===== config.mk =====
export PLATFORM = sky130hd
export DESIGN_NAME = pm_switchback
export DESIGN_NICKNAME = d
export VERILOG_FILES = /design/src/rtl/pmsb_pkg.sv /design/src/rtl/pmsb_ctrl_reg.sv /design/src/rtl/pmsb_switchback.sv /design/src/rtl/pmsb_out_stage.sv /design/src/rtl/pm_switchback.sv
export SDC_FILE = /design/constraint.sdc
export NUM_CORES = 1
export LEC_CHECK = 0
export CAP_MARGIN = 20
export CORE_AREA = 2 2 39 41
export CTS_CLUSTER_SIZE = 20
export DETAILED_ROUTE_END_ITERATION = 8
export DIE_AREA = 0 0 41 43
export PLACE_DENSITY = 0.54
export SLEW_MARGIN = 20
export SYNTH_ARGS = -nofsm -noshare
export SYNTH_HDL_FRONTEND = slang
export SYNTH_SLANG_ARGS = --single-unit
export TNS_END_PERCENT = 10

===== constraint.sdc =====
create_clock -name clk -period 1.8 [get_ports clk]
set_input_delay 0.27 -clock clk [delete_from_list [all_inputs] [get_ports clk]]
set_output_delay 0.27 -clock clk [all_outputs]
set_load 0.1 [all_outputs]

===== src/rtl/pmsb_pkg.sv =====
// Shared constants for the clock switchback controller.
// Assumes the control word is at least 3 bits wide plus one mask bit per wake source.
package pmsb_pkg;
    localparam int CB_SLOW  = 0;  // slow clock mode enable
    localparam int CB_STOP  = 1;  // clock stop request
    localparam int CB_SB    = 2;  // switchback enable
    localparam int CB_WMASK = 3;  // first wake mask bit

    typedef struct packed {
        logic slow;
        logic stop;
        logic sb;
    } pm_mode_t;
endpackage


===== src/rtl/pmsb_ctrl_reg.sv =====
// Control register of the switchback controller.
// Holds the mode bits and the wake masks, and clears the stop bit when an enabled wake arrives.
// Assumes wake events are already synchronous to clk. An enabled wake outranks a write of the stop bit.
module pmsb_ctrl_reg
    import pmsb_pkg::*;
#(
    parameter int WAKE_W  = 2,
    parameter bit SLOW_EN = 1'b1,
    parameter bit STOP_EN = 1'b1,
    localparam int CFG_W  = CB_WMASK + WAKE_W
) (
    input  logic              clk,
    input  logic              rst_n,
    input  logic              cfg_we,
    input  logic [CFG_W-1:0]  cfg_wdata,
    input  logic [WAKE_W-1:0] wake_evt,
    output pm_mode_t          mode_d,
    output logic              sb_q,
    output logic [WAKE_W-1:0] wmask_q
);
    pm_mode_t          mode_q;
    logic [WAKE_W-1:0] wmask_d;
    logic              wake_hit;

    // An event counts only when its mask bit is currently set
    assign wake_hit = |(wake_evt & wmask_q);

    // Next-state computation: write first, then wake clears stop
    always_comb begin
        mode_d  = mode_q;
        wmask_d = wmask_q;
        if (cfg_we) begin
            mode_d.slow = cfg_wdata[CB_SLOW];
            mode_d.stop = cfg_wdata[CB_STOP];
            mode_d.sb   = cfg_wdata[CB_SB];
            wmask_d     = cfg_wdata[CB_WMASK +: WAKE_W];
        end
        if (wake_hit) begin
            mode_d.stop = 1'b0;
        end
        if (!SLOW_EN) begin
            mode_d.slow = 1'b0;
        end
        if (!STOP_EN) begin
            mode_d.stop = 1'b0;
        end
    end

    // Register update with synchronous reset
    always_ff @(posedge clk) begin
        if (!rst_n) begin
            mode_q  <= '0;
            wmask_q <= '0;
        end else begin
            mode_q  <= mode_d;
            wmask_q <= wmask_d;
        end
    end

    assign sb_q = mode_q.sb;
endmodule


===== src/rtl/pmsb_switchback.sv =====
// Switchback detector: asks for full speed while interrupt or serial activity is seen,
// and for HOLD_CYC edges after the last active edge.
// Assumes irq_busy and uart_busy are synchronous levels.
module pmsb_switchback #(
    parameter int HOLD_CYC = 4,
    localparam int CNT_W   = (HOLD_CYC > 0) ? $clog2(HOLD_CYC + 1) : 1
) (
    input  logic clk,
    input  logic rst_n,
    input  logic sb_en,
    input  logic irq_busy,
    input  logic uart_busy,
    output logic force_fast
);
    logic active;

    // Any activity that needs a full-speed clock
    assign active = irq_busy | uart_busy;

    generate
        if (HOLD_CYC > 0) begin : g_hold
            logic [CNT_W-1:0] hold_q;

            // Reload on activity, count down after it
            always_ff @(posedge clk) begin
                if (!rst_n) begin
                    hold_q <= '0;
                end else if (active) begin
                    hold_q <= CNT_W'(HOLD_CYC);
                end else if (hold_q != '0) begin
                    hold_q <= hold_q - 1'b1;
                end
            end

            // Full speed while active or while the window is open
            assign force_fast = sb_en & (active | (hold_q != '0));
        end else begin : g_nohold
            // No window: full speed only while active
            assign force_fast = sb_en & active;
        end
    endgenerate
endmodule


===== src/rtl/pmsb_out_stage.sv =====
// Output flip-flops for the clock request indicators.
// Stop outranks slow, and switchback blocks slow. Both outputs come from flops.
module pmsb_out_stage (
    input  logic clk,
    input  logic rst_n,
    input  logic slow_d,
    input  logic stop_d,
    input  logic force_fast,
    output logic slow_o,
    output logic stop_o
);
    // Register the indicators so they cannot glitch
    always_ff @(posedge clk) begin
        if (!rst_n) begin
            slow_o <= 1'b0;
            stop_o <= 1'b0;
        end else begin
            slow_o <= slow_d & ~stop_d & ~force_fast;
            stop_o <= stop_d;
        end
    end
endmodule


===== src/rtl/pm_switchback.sv =====
// Top of the clock slow-down / stop controller with automatic switchback.
// Assumes all inputs are synchronous to clk. The clock divider and the clock gate are outside.
module pm_switchback
    import pmsb_pkg::*;
#(
    parameter int WAKE_W   = 2,
    parameter int HOLD_CYC = 4,
    parameter bit SLOW_EN  = 1'b1,
    parameter bit STOP_EN  = 1'b1,
    localparam int CFG_W   = CB_WMASK + WAKE_W
) (
    input  logic              clk,
    input  logic              rst_n,
    input  logic              cfg_we,
    input  logic [CFG_W-1:0]  cfg_wdata,
    input  logic              irq_busy,
    input  logic              uart_busy,
    input  logic [WAKE_W-1:0] wake_evt,
    output logic              slow_o,
    output logic              stop_o
);
    pm_mode_t          mode_d;
    logic              sb_q;
    logic [WAKE_W-1:0] wmask_q;
    logic              force_fast;

    pmsb_ctrl_reg #(
        .WAKE_W (WAKE_W),
        .SLOW_EN(SLOW_EN),
        .STOP_EN(STOP_EN)
    ) u_ctrl (
        .clk      (clk),
        .rst_n    (rst_n),
        .cfg_we   (cfg_we),
        .cfg_wdata(cfg_wdata),
        .wake_evt (wake_evt),
        .mode_d   (mode_d),
        .sb_q     (sb_q),
        .wmask_q  (wmask_q)
    );

    pmsb_switchback #(
        .HOLD_CYC(HOLD_CYC)
    ) u_sb (
        .clk       (clk),
        .rst_n     (rst_n),
        .sb_en     (sb_q),
        .irq_busy  (irq_busy),
        .uart_busy (uart_busy),
        .force_fast(force_fast)
    );

    pmsb_out_stage u_out (
        .clk       (clk),
        .rst_n     (rst_n),
        .slow_d    (mode_d.slow),
        .stop_d    (mode_d.stop),
        .force_fast(force_fast),
        .slow_o    (slow_o),
        .stop_o    (stop_o)
    );
endmodule


### After elaboration in Yosys (flattened, before gate mapping)

Index checks and enable logic that the tools add are counted.

* word-level logic and storage cells: 25
* register bits: 9
* output and inout bits: 2
* input port bits: 12

* bitwise logic cells: 9
* muxes and demuxes: 4
* add/sub/neg operators: 1
* reduce and logical (&&, ||, !) cells: 4

Operators with widths (number)
* 3-bit 2-to-1 mux: 3
* 2-bit OR reduction: 2
* 1-bit AND: 3
* 1-bit NOT: 3
* 3-bit nonzero test: 1
* 3-bit by 1-bit subtractor with 3-bit output, second input constant: 1
* 2-bit AND: 1
* 1-bit OR: 2
* 2-bit nonzero test: 1
* 1-bit 2-to-1 mux: 1

### Depth between registers and ports, before layout

Gate-level depths: netlist of the first run.

* depth in word-level cells: 6
* gate-level depth with buffers: 6
* gate-level depth less buffers: 6

### Modules after synthesis

A second synthesis of the first run with hierarchy kept.

* cell total of the unflattened synthesis: 41
* area total of the unflattened synthesis: 455.4 um^2

Modules (own cells, without submodules)
* pmsb_ctrl_reg: sequential area each 100.1 um^2, cells an instance 18, area each 219.0 um^2, instances 1
* pmsb_switchback: sequential area each 60.1 um^2, cells an instance 19, area each 177.7 um^2, instances 1
* pmsb_out_stage: sequential area each 40.0 um^2, cells an instance 4, area each 58.8 um^2, instances 1

### Worst setup path after synthesis of the first run

No wires, ideal clock.

* kind: register -> register
* start point: register, netlist name u_out.stop_o
* end point: register u_out.stop_o
* cell stages (with the launch flop): 4
* clock period less this slack: 1.572 ns
* buffers on the path: 0
* arrival time: 1.514 ns
* slack: 0.228 ns
* setup time: 0.058 ns
* cells stage by stage: dfxtp_1 mux2i_1 a221oi_2 and2_2

RTL lines
* end signal: assignment: line pmsb_out_stage.sv:19 `stop_o <= stop_d;`
* end: declaration: line pmsb_out_stage.sv:10 `output logic stop_o`

### Worst setup path after layout of the first run

* start point: register u_sb.g_hold.hold_q[0]
* end point: register u_out.slow_o

* word-level cells in the longest chain between the ends: 5

RTL lines
* start: declaration: line pmsb_switchback.sv:22 `logic [CNT_W-1:0] hold_q;`
* start signal: assignment: line pmsb_switchback.sv:29 `hold_q <= CNT_W'(HOLD_CYC);`
* start signal: assignment: line pmsb_switchback.sv:31 `hold_q <= hold_q - 1'b1;`
* 3-bit nonzero test: line pmsb_switchback.sv:36 `assign force_fast = sb_en & (active | (hold_q != '0));`
* 1-bit OR: line pmsb_switchback.sv:36
* 1-bit AND: line pmsb_switchback.sv:36
* 1-bit NOT: line pmsb_out_stage.sv:18 `slow_o <= slow_d & ~stop_d & ~force_fast;`
* 1-bit AND: line pmsb_out_stage.sv:18
* end signal: assignment: line pmsb_out_stage.sv:18
* end: declaration: line pmsb_out_stage.sv:9 `output logic slow_o,`

Every way passes these cells.
A chain may end at the register's enable or synchronous reset.

==> impl_results.md, run 1 <==
* Status: completed
* Vias in the first global route at 291
* Top Ports at 14
* Residual DRC count at 0
* Final Total Pwr at 0.000457 W
* Via density at 4.34
* Peak supply drop at 0.371 mV
* Static Leak at 0.261 nW
* Placed cells at 69
* Hold buffers post-CTS at 0
* Post-Syn Area at approximately 400 µm²
* Final period util at 0.738
* # clock sinks at 9
* Diodes inserted at 0
* FMAX at about 750 MHz
* Commonest non-fill, non-tap cell in the layout: clkdlybuf4s50_1
* Gate power share at 0.199
* Final worst slack at 0.472 ns
* Post-synthesis net count at 55
* Initial antenna violation count at 0
* Minimum clock period after layout at 1.33 ns
* CP max FO at 5
* Startpoint Class: flip-flop
* Setup crit end kind: flip-flop
* WP data arrival at 1.48 ns
* CTS Buf Count at 3
* Final hold violations at 0
* GP Congestion at approximately 0.65
* Total Wirelength at 655 µm
* Seq/Total Area, Yosys at 0.449
* Port Buf Inserts at 13
* Routed WL per cell at 8.97 µm
* Sw power at 0.000117 W
* Pin count of the biggest net entering global routing at 7
* Post-synth cell types at 12
* Drt initial violations at 0
* Layout cells sized above 1 at 0.158
* Chip Height at 43 µm
* Pins over their slew limit at 0
* First-pass GRT wire length at 1080 µm
* Clock Skews at 0.00385 ns
* Clock Latency Late Sink at around 0.25 ns
* RSZ-0062 raised after global routing: no
* Finished Core Util at 0.411
* Clk pwr share at 0.327
* Die ar. at ~1800 µm²
* Final setup viols at 0
* Required @ worst endpoint at around 2.0 ns
* MaxCap Viol Count at 0
* Chip Width at 41 µm
* Net Sw Frac at 0.255
* Pre-CTS setup slack at 0.309 ns
* Synth warn at 0
* Post-Layout Cell Count at 73
* Pwr per Cell Area at roughly 800 nW/µm²
* Syn avg cell area at 10.0 µm²
* Initial Utilization at 0.290
* Worst slew pin tran at between 0.2 and 0.25 ns
* Sum Neg Setup Slack at 0 ns
* Vias at 317
* P_int at 0.000340 W
* Flops & latches, synth at 9
* CTS tree: built
* Max-slew headroom at 0.843
* Post-CTS Repair Setup Buffers at 0
* Most frequent cells in the layout: clkdlybuf4s50_1 (11), dfxtp_1 (9), nor2_1 (8), mux2i_1 (6), inv_1 (5)
* Root buf cell: clkbuf_4
* Fillers at 155
* Overflow after GRT at 0
* Final HPWL DP at around 540 µm
* Row cnt at 14
* CTS Buffer Depth at 2
* TritonRoute pass-1 iters at 1
* Critical path type: flip-flop to flip-flop
* NumNets Final at 73
* Post-Syn Instances at 40
* # resized after CTS at 0
* CP Launch Point: u_sb.g_hold.hold_q[0]
* Hold path start: u_ctrl.sb_q
* Core ar. at 1380 µm²
* Hold Crit Class: flip-flop to flip-flop
* Post-DRT Antenna Nets at 0
* Sequential share of power at 0.474
* H-tree depth at 1
* Clk slew on worst S/H paths at 0.06 ns
* Area Growth Syn to Fin at 41.7%
* Crit Reg-Reg Startpoint: u_sb.g_hold.hold_q[0]
* GRT Total Usage at 0.0937
-- state kept, by name (all words and copies together), names as in the netlist --
name / count
u_sb.g_hold.hold_q: 3
u_out.stop_o: 1
u_ctrl.mode_q: 1
u_ctrl.wmask_q: 2
u_ctrl.sb_q: 1
u_out.slow_o: 1
-- cell families after synthesis --
logic type / synth area share
buffers and inverters: 0.0748
AND/OR/NAND/NOR: 0.112
XOR/XNOR: 0.0218
AO/OA/AOI/OAI: 0.0997
flip-flops: 0.449
multiplexers: 0.150
adder cells (fa/ha/maj): 0.0935
-- routing by layer --
| metal | share of wire | vias up | GRT usage |
|---|---|---|---|
| met5 | 0 | - | 0 |
| li1 | - | 166 | - |
| met1 | 0.47 | 139 | 0.104 |
| met4 | 0 | 0 | 0.0400 |
| met2 | 0.44 | 12 | 0.134 |
| met3 | 0.090 | 0 | 0.0628 |
-- power groups by stage --
stage	sequential (W)	clock, W	combinational (W)
floorplan	0.000239	0	0.0000389
global placement	0.000221	0	0.0000920
detailed placement	0.000221	0	0.0000920
CTS	0.000217	0.000159	0.0000926
global route	0.000218	0.000173	0.000100
finish	0.000217	0.000149	0.0000908
-- synthesized netlist by cell type (all sizes together) --
library cell  number  share of area
buf                1          0.028
mux2i              6           0.15
ha                 3          0.093
xor2               1          0.022
a221oi             1          0.037
dfxtp              9           0.45
inv                5          0.047
a21oi              2          0.025
nor2               8          0.075
and2               1          0.019
a2111oi            1          0.037
nand2              2          0.019
-- path summary, 6_finish.rpt --
kind,slack (ns),endpoint,cells after the start
max,0.47,u_out.slow_o,5
min,0.48,u_out.slow_o,1
max reg2reg,0.47,u_out.slow_o,5
min reg2reg,0.48,u_out.slow_o,1
-- final cells by class --
| cell class | count | area (µm²) | area share |
|---|---|---|---|
| Multi-Input combinational cell | 25 | 191 | 0.336 |
| Timing Repair Buffer | 14 | 133 | 0.233 |
| Tap cell | 16 | 20.0 | 0.0352 |
| Clock buffer | 4 | 26.3 | 0.0462 |
| Inverter | 5 | 18.8 | 0.0330 |
| Sequential cell | 9 | 180 | 0.316 |
-- stage by stage --
stage          area (µm²)  hold WS [ns]
6_report              569         0.475
5_1_grt               569         0.514
4_1_cts               569         0.489
3_5_place_dp          543         0.481
3_3_place_gp          543         0.468
2_1_floorplan         402         0.406
-- critical path: stages, from the launching register on --
cell and delay [ns]:
dfxtp_1 0.32, inv_1 0.05, ha_1 0.16, ha_1 0.26, nand2_1 0.10, a2111oi_2 0.34
Note: power is estimated with default switching activity, not from simulation.
==> inputs of run 2 (changes only) <==
PLACE_DENSITY = 0.56   (was 0.54)
clock period = 1.1 ns   (was 1.8 ns; I/O delays follow)
==> run 2 against run 1 <==
The run now ends with negative setup slack left. Routed wire length grew 19%. Flip-flop and latch count is the same. First-iteration DRC count up 3. Clock skew decreased by 0.0019 ns. Count of clock-buffer cells in the layout is the same. Cell count grew 8.2%. Hold slack worse by 0.013 ns. Sequential share of layout area fell by 4.2 points. Critical endpoint is now u_sb.g_hold.hold_q[2]. Largest cell class unchanged.
==> impl_results.md, run 2 (synthesis results as in run 1) <==
* Status: finished with violations
* Failing checks: negative setup slack
* Commonest non-fill, non-tap cell in the layout: clkdlybuf4s50_1
* Sum Neg Setup Slack at -0.0567 ns
* Required @ worst endpoint at 1.24 ns
* GP Congestion at 0.635
* Most frequent cells in the layout: clkdlybuf4s50_1 (11), nor2_1 (8), mux2i_1 (6), dfxtp_1 (6), buf_4 (5)
* Vias in the first global route at 324
* GRT Total Usage at 0.109
* # clock sinks at 9
* Core ar. at 1380 µm²
* Via density at between 4 and 5
* Max reg flops at 3
* Clk slew on worst S/H paths at 0.06 ns
* Total Wirelength at 779 µm
* Post-DRT Antenna Nets at 0
* Diodes inserted at 0
* Routed WL per cell at 9.86 µm
* Chip Height at 43 µm
* Row cnt at 14
* Worst slew pin tran at 0.231 ns
* Setup crit end kind: flip-flop
* Initial antenna violation count at 0
* Minimum clock period after layout at ~1.1 ns
* Final hold violations at 0
* WP data arrival at between 1 and 1.5 ns
* Die ar. at 1760 µm²
* Flop2flop setup slack at -0.04 ns
* Largest registers: u_sb.g_hold.hold_q (3), u_ctrl.wmask_q (2)
* Top Ports at 14
* CP max FO at 3
* NumNets Final at 79
* Final period util at 1.03
* Final setup viols at 4
* Critical path type: flip-flop to flip-flop
* CTS Buf Count at 3
* Max-slew headroom at 0.842
* Vias at 340
* Residual DRC count at 0
* CTS Buffer Depth at 2
* Drt initial violations at 3
* Static Leak at 0.304 nW
* Overflow after GRT at 0
* First-pass GRT wire length at 1200 µm
* MaxCap Viol Count at 0
* Clock Skews at 0.00192 ns
* Initial Utilization at 0.290
* Startpoint Class: flip-flop
* H-tree depth at 1
* Pins over their slew limit at 0
* Final HPWL DP at 604 µm
* CTS tree: built
* Hold buffers post-CTS at 0
* Largest Register: u_sb.g_hold.hold_q
* Peak supply drop at 0.475 mV
* Register Area at 186 µm²
* Final worst slack at -0.0352 ns
* Layout cells sized above 1 at 0.349
* Port Buf Inserts at 13
* Hold Crit Class: flip-flop to flip-flop
* Chip Width at 41 µm
* TritonRoute pass-1 iters at 3
* Pre-CTS setup slack at -0.269 ns
* Clock Latency Late Sink at roughly 0.25 ns
* Placed cells at 74
* Pin count of the biggest net entering global routing at 7
* Area of the multi-input gates at 216 µm²
* Fillers at 141
* Pwr per Cell Area at 1190 nW/µm²
* FMAX at slightly below 900 MHz
* RSZ-0062 raised after global routing: yes
* Root buf cell: clkbuf_4
* Post-Layout Cell Count at 79
* Area Growth Syn to Fin at 68.8%
## run 2: metrics by stage
stage               hold slack, ns  power [W]  utilization  instance area (µm²)
global route                 0.486   0.000854        0.490                  678
CTS                          0.468   0.000833        0.490                  678
global placement             0.460   0.000540        0.440                  609
floorplan                    0.301   0.000454            -                  405
finish                       0.462   0.000806        0.490                  678
detailed placement           0.460   0.000543        0.440                  609
## run 2: report_power, final
part	internal (W)	total [W]	switching, W
Combinational	0.000113	0.000201	0.0000873
Clock	0.000139	0.000250	0.000111
Sequential	0.000344	0.000356	0.0000115
Total	0.000597	0.000806	0.000209
## run 2: final timing paths
kind,endpoint,cells after the start,from
worst max-delay path,u_sb.g_hold.hold_q[2],6,u_sb.g_hold.hold_q[1]
worst min-delay path,u_out.slow_o,1,u_ctrl.sb_q
worst max register to register,u_sb.g_hold.hold_q[2],6,u_sb.g_hold.hold_q[1]
worst min register to register,u_out.slow_o,1,u_ctrl.sb_q
## run 2: layout make-up
class / count / area share
clock buffers: 4 / 0.0387
inverters: 5 / 0.0277
multi-input cells: 25 / 0.319
flip-flops and latches: 9 / 0.275
well taps: 16 / 0.0295
repair buffers: 20 / 0.310
## run 2: timing repair
item / in CTS / in global routing
resized for setup: 10 / 0
pin swaps: 6 / 3
setup buffers: 1 / 0
setup endpoints to repair: 4 / 4
## run 2: critical path, cell delays in order, from the launching register on
cell,delay (ns)
dfxtp_2,0.33
inv_2,0.04
ha_4,0.16
ha_4,0.17
buf_6,0.11
mux2i_1,0.13
a21oi_1,0.08
## run 2: layer usage
metal  up-vias  share of wire  GRT usage
met5         -              0          0
met4         0              0     0.0800
met3         0          0.091     0.0628
met2        11           0.51      0.166
met1       152           0.39      0.101
li1        177              -          -
==> inputs of run 3 (changes only) <==
HOLD_SLACK_MARGIN = 0.02   (was default)
==> results of run 3 <==
No change in the layout: final DEF, timing and power equal those of run 2.
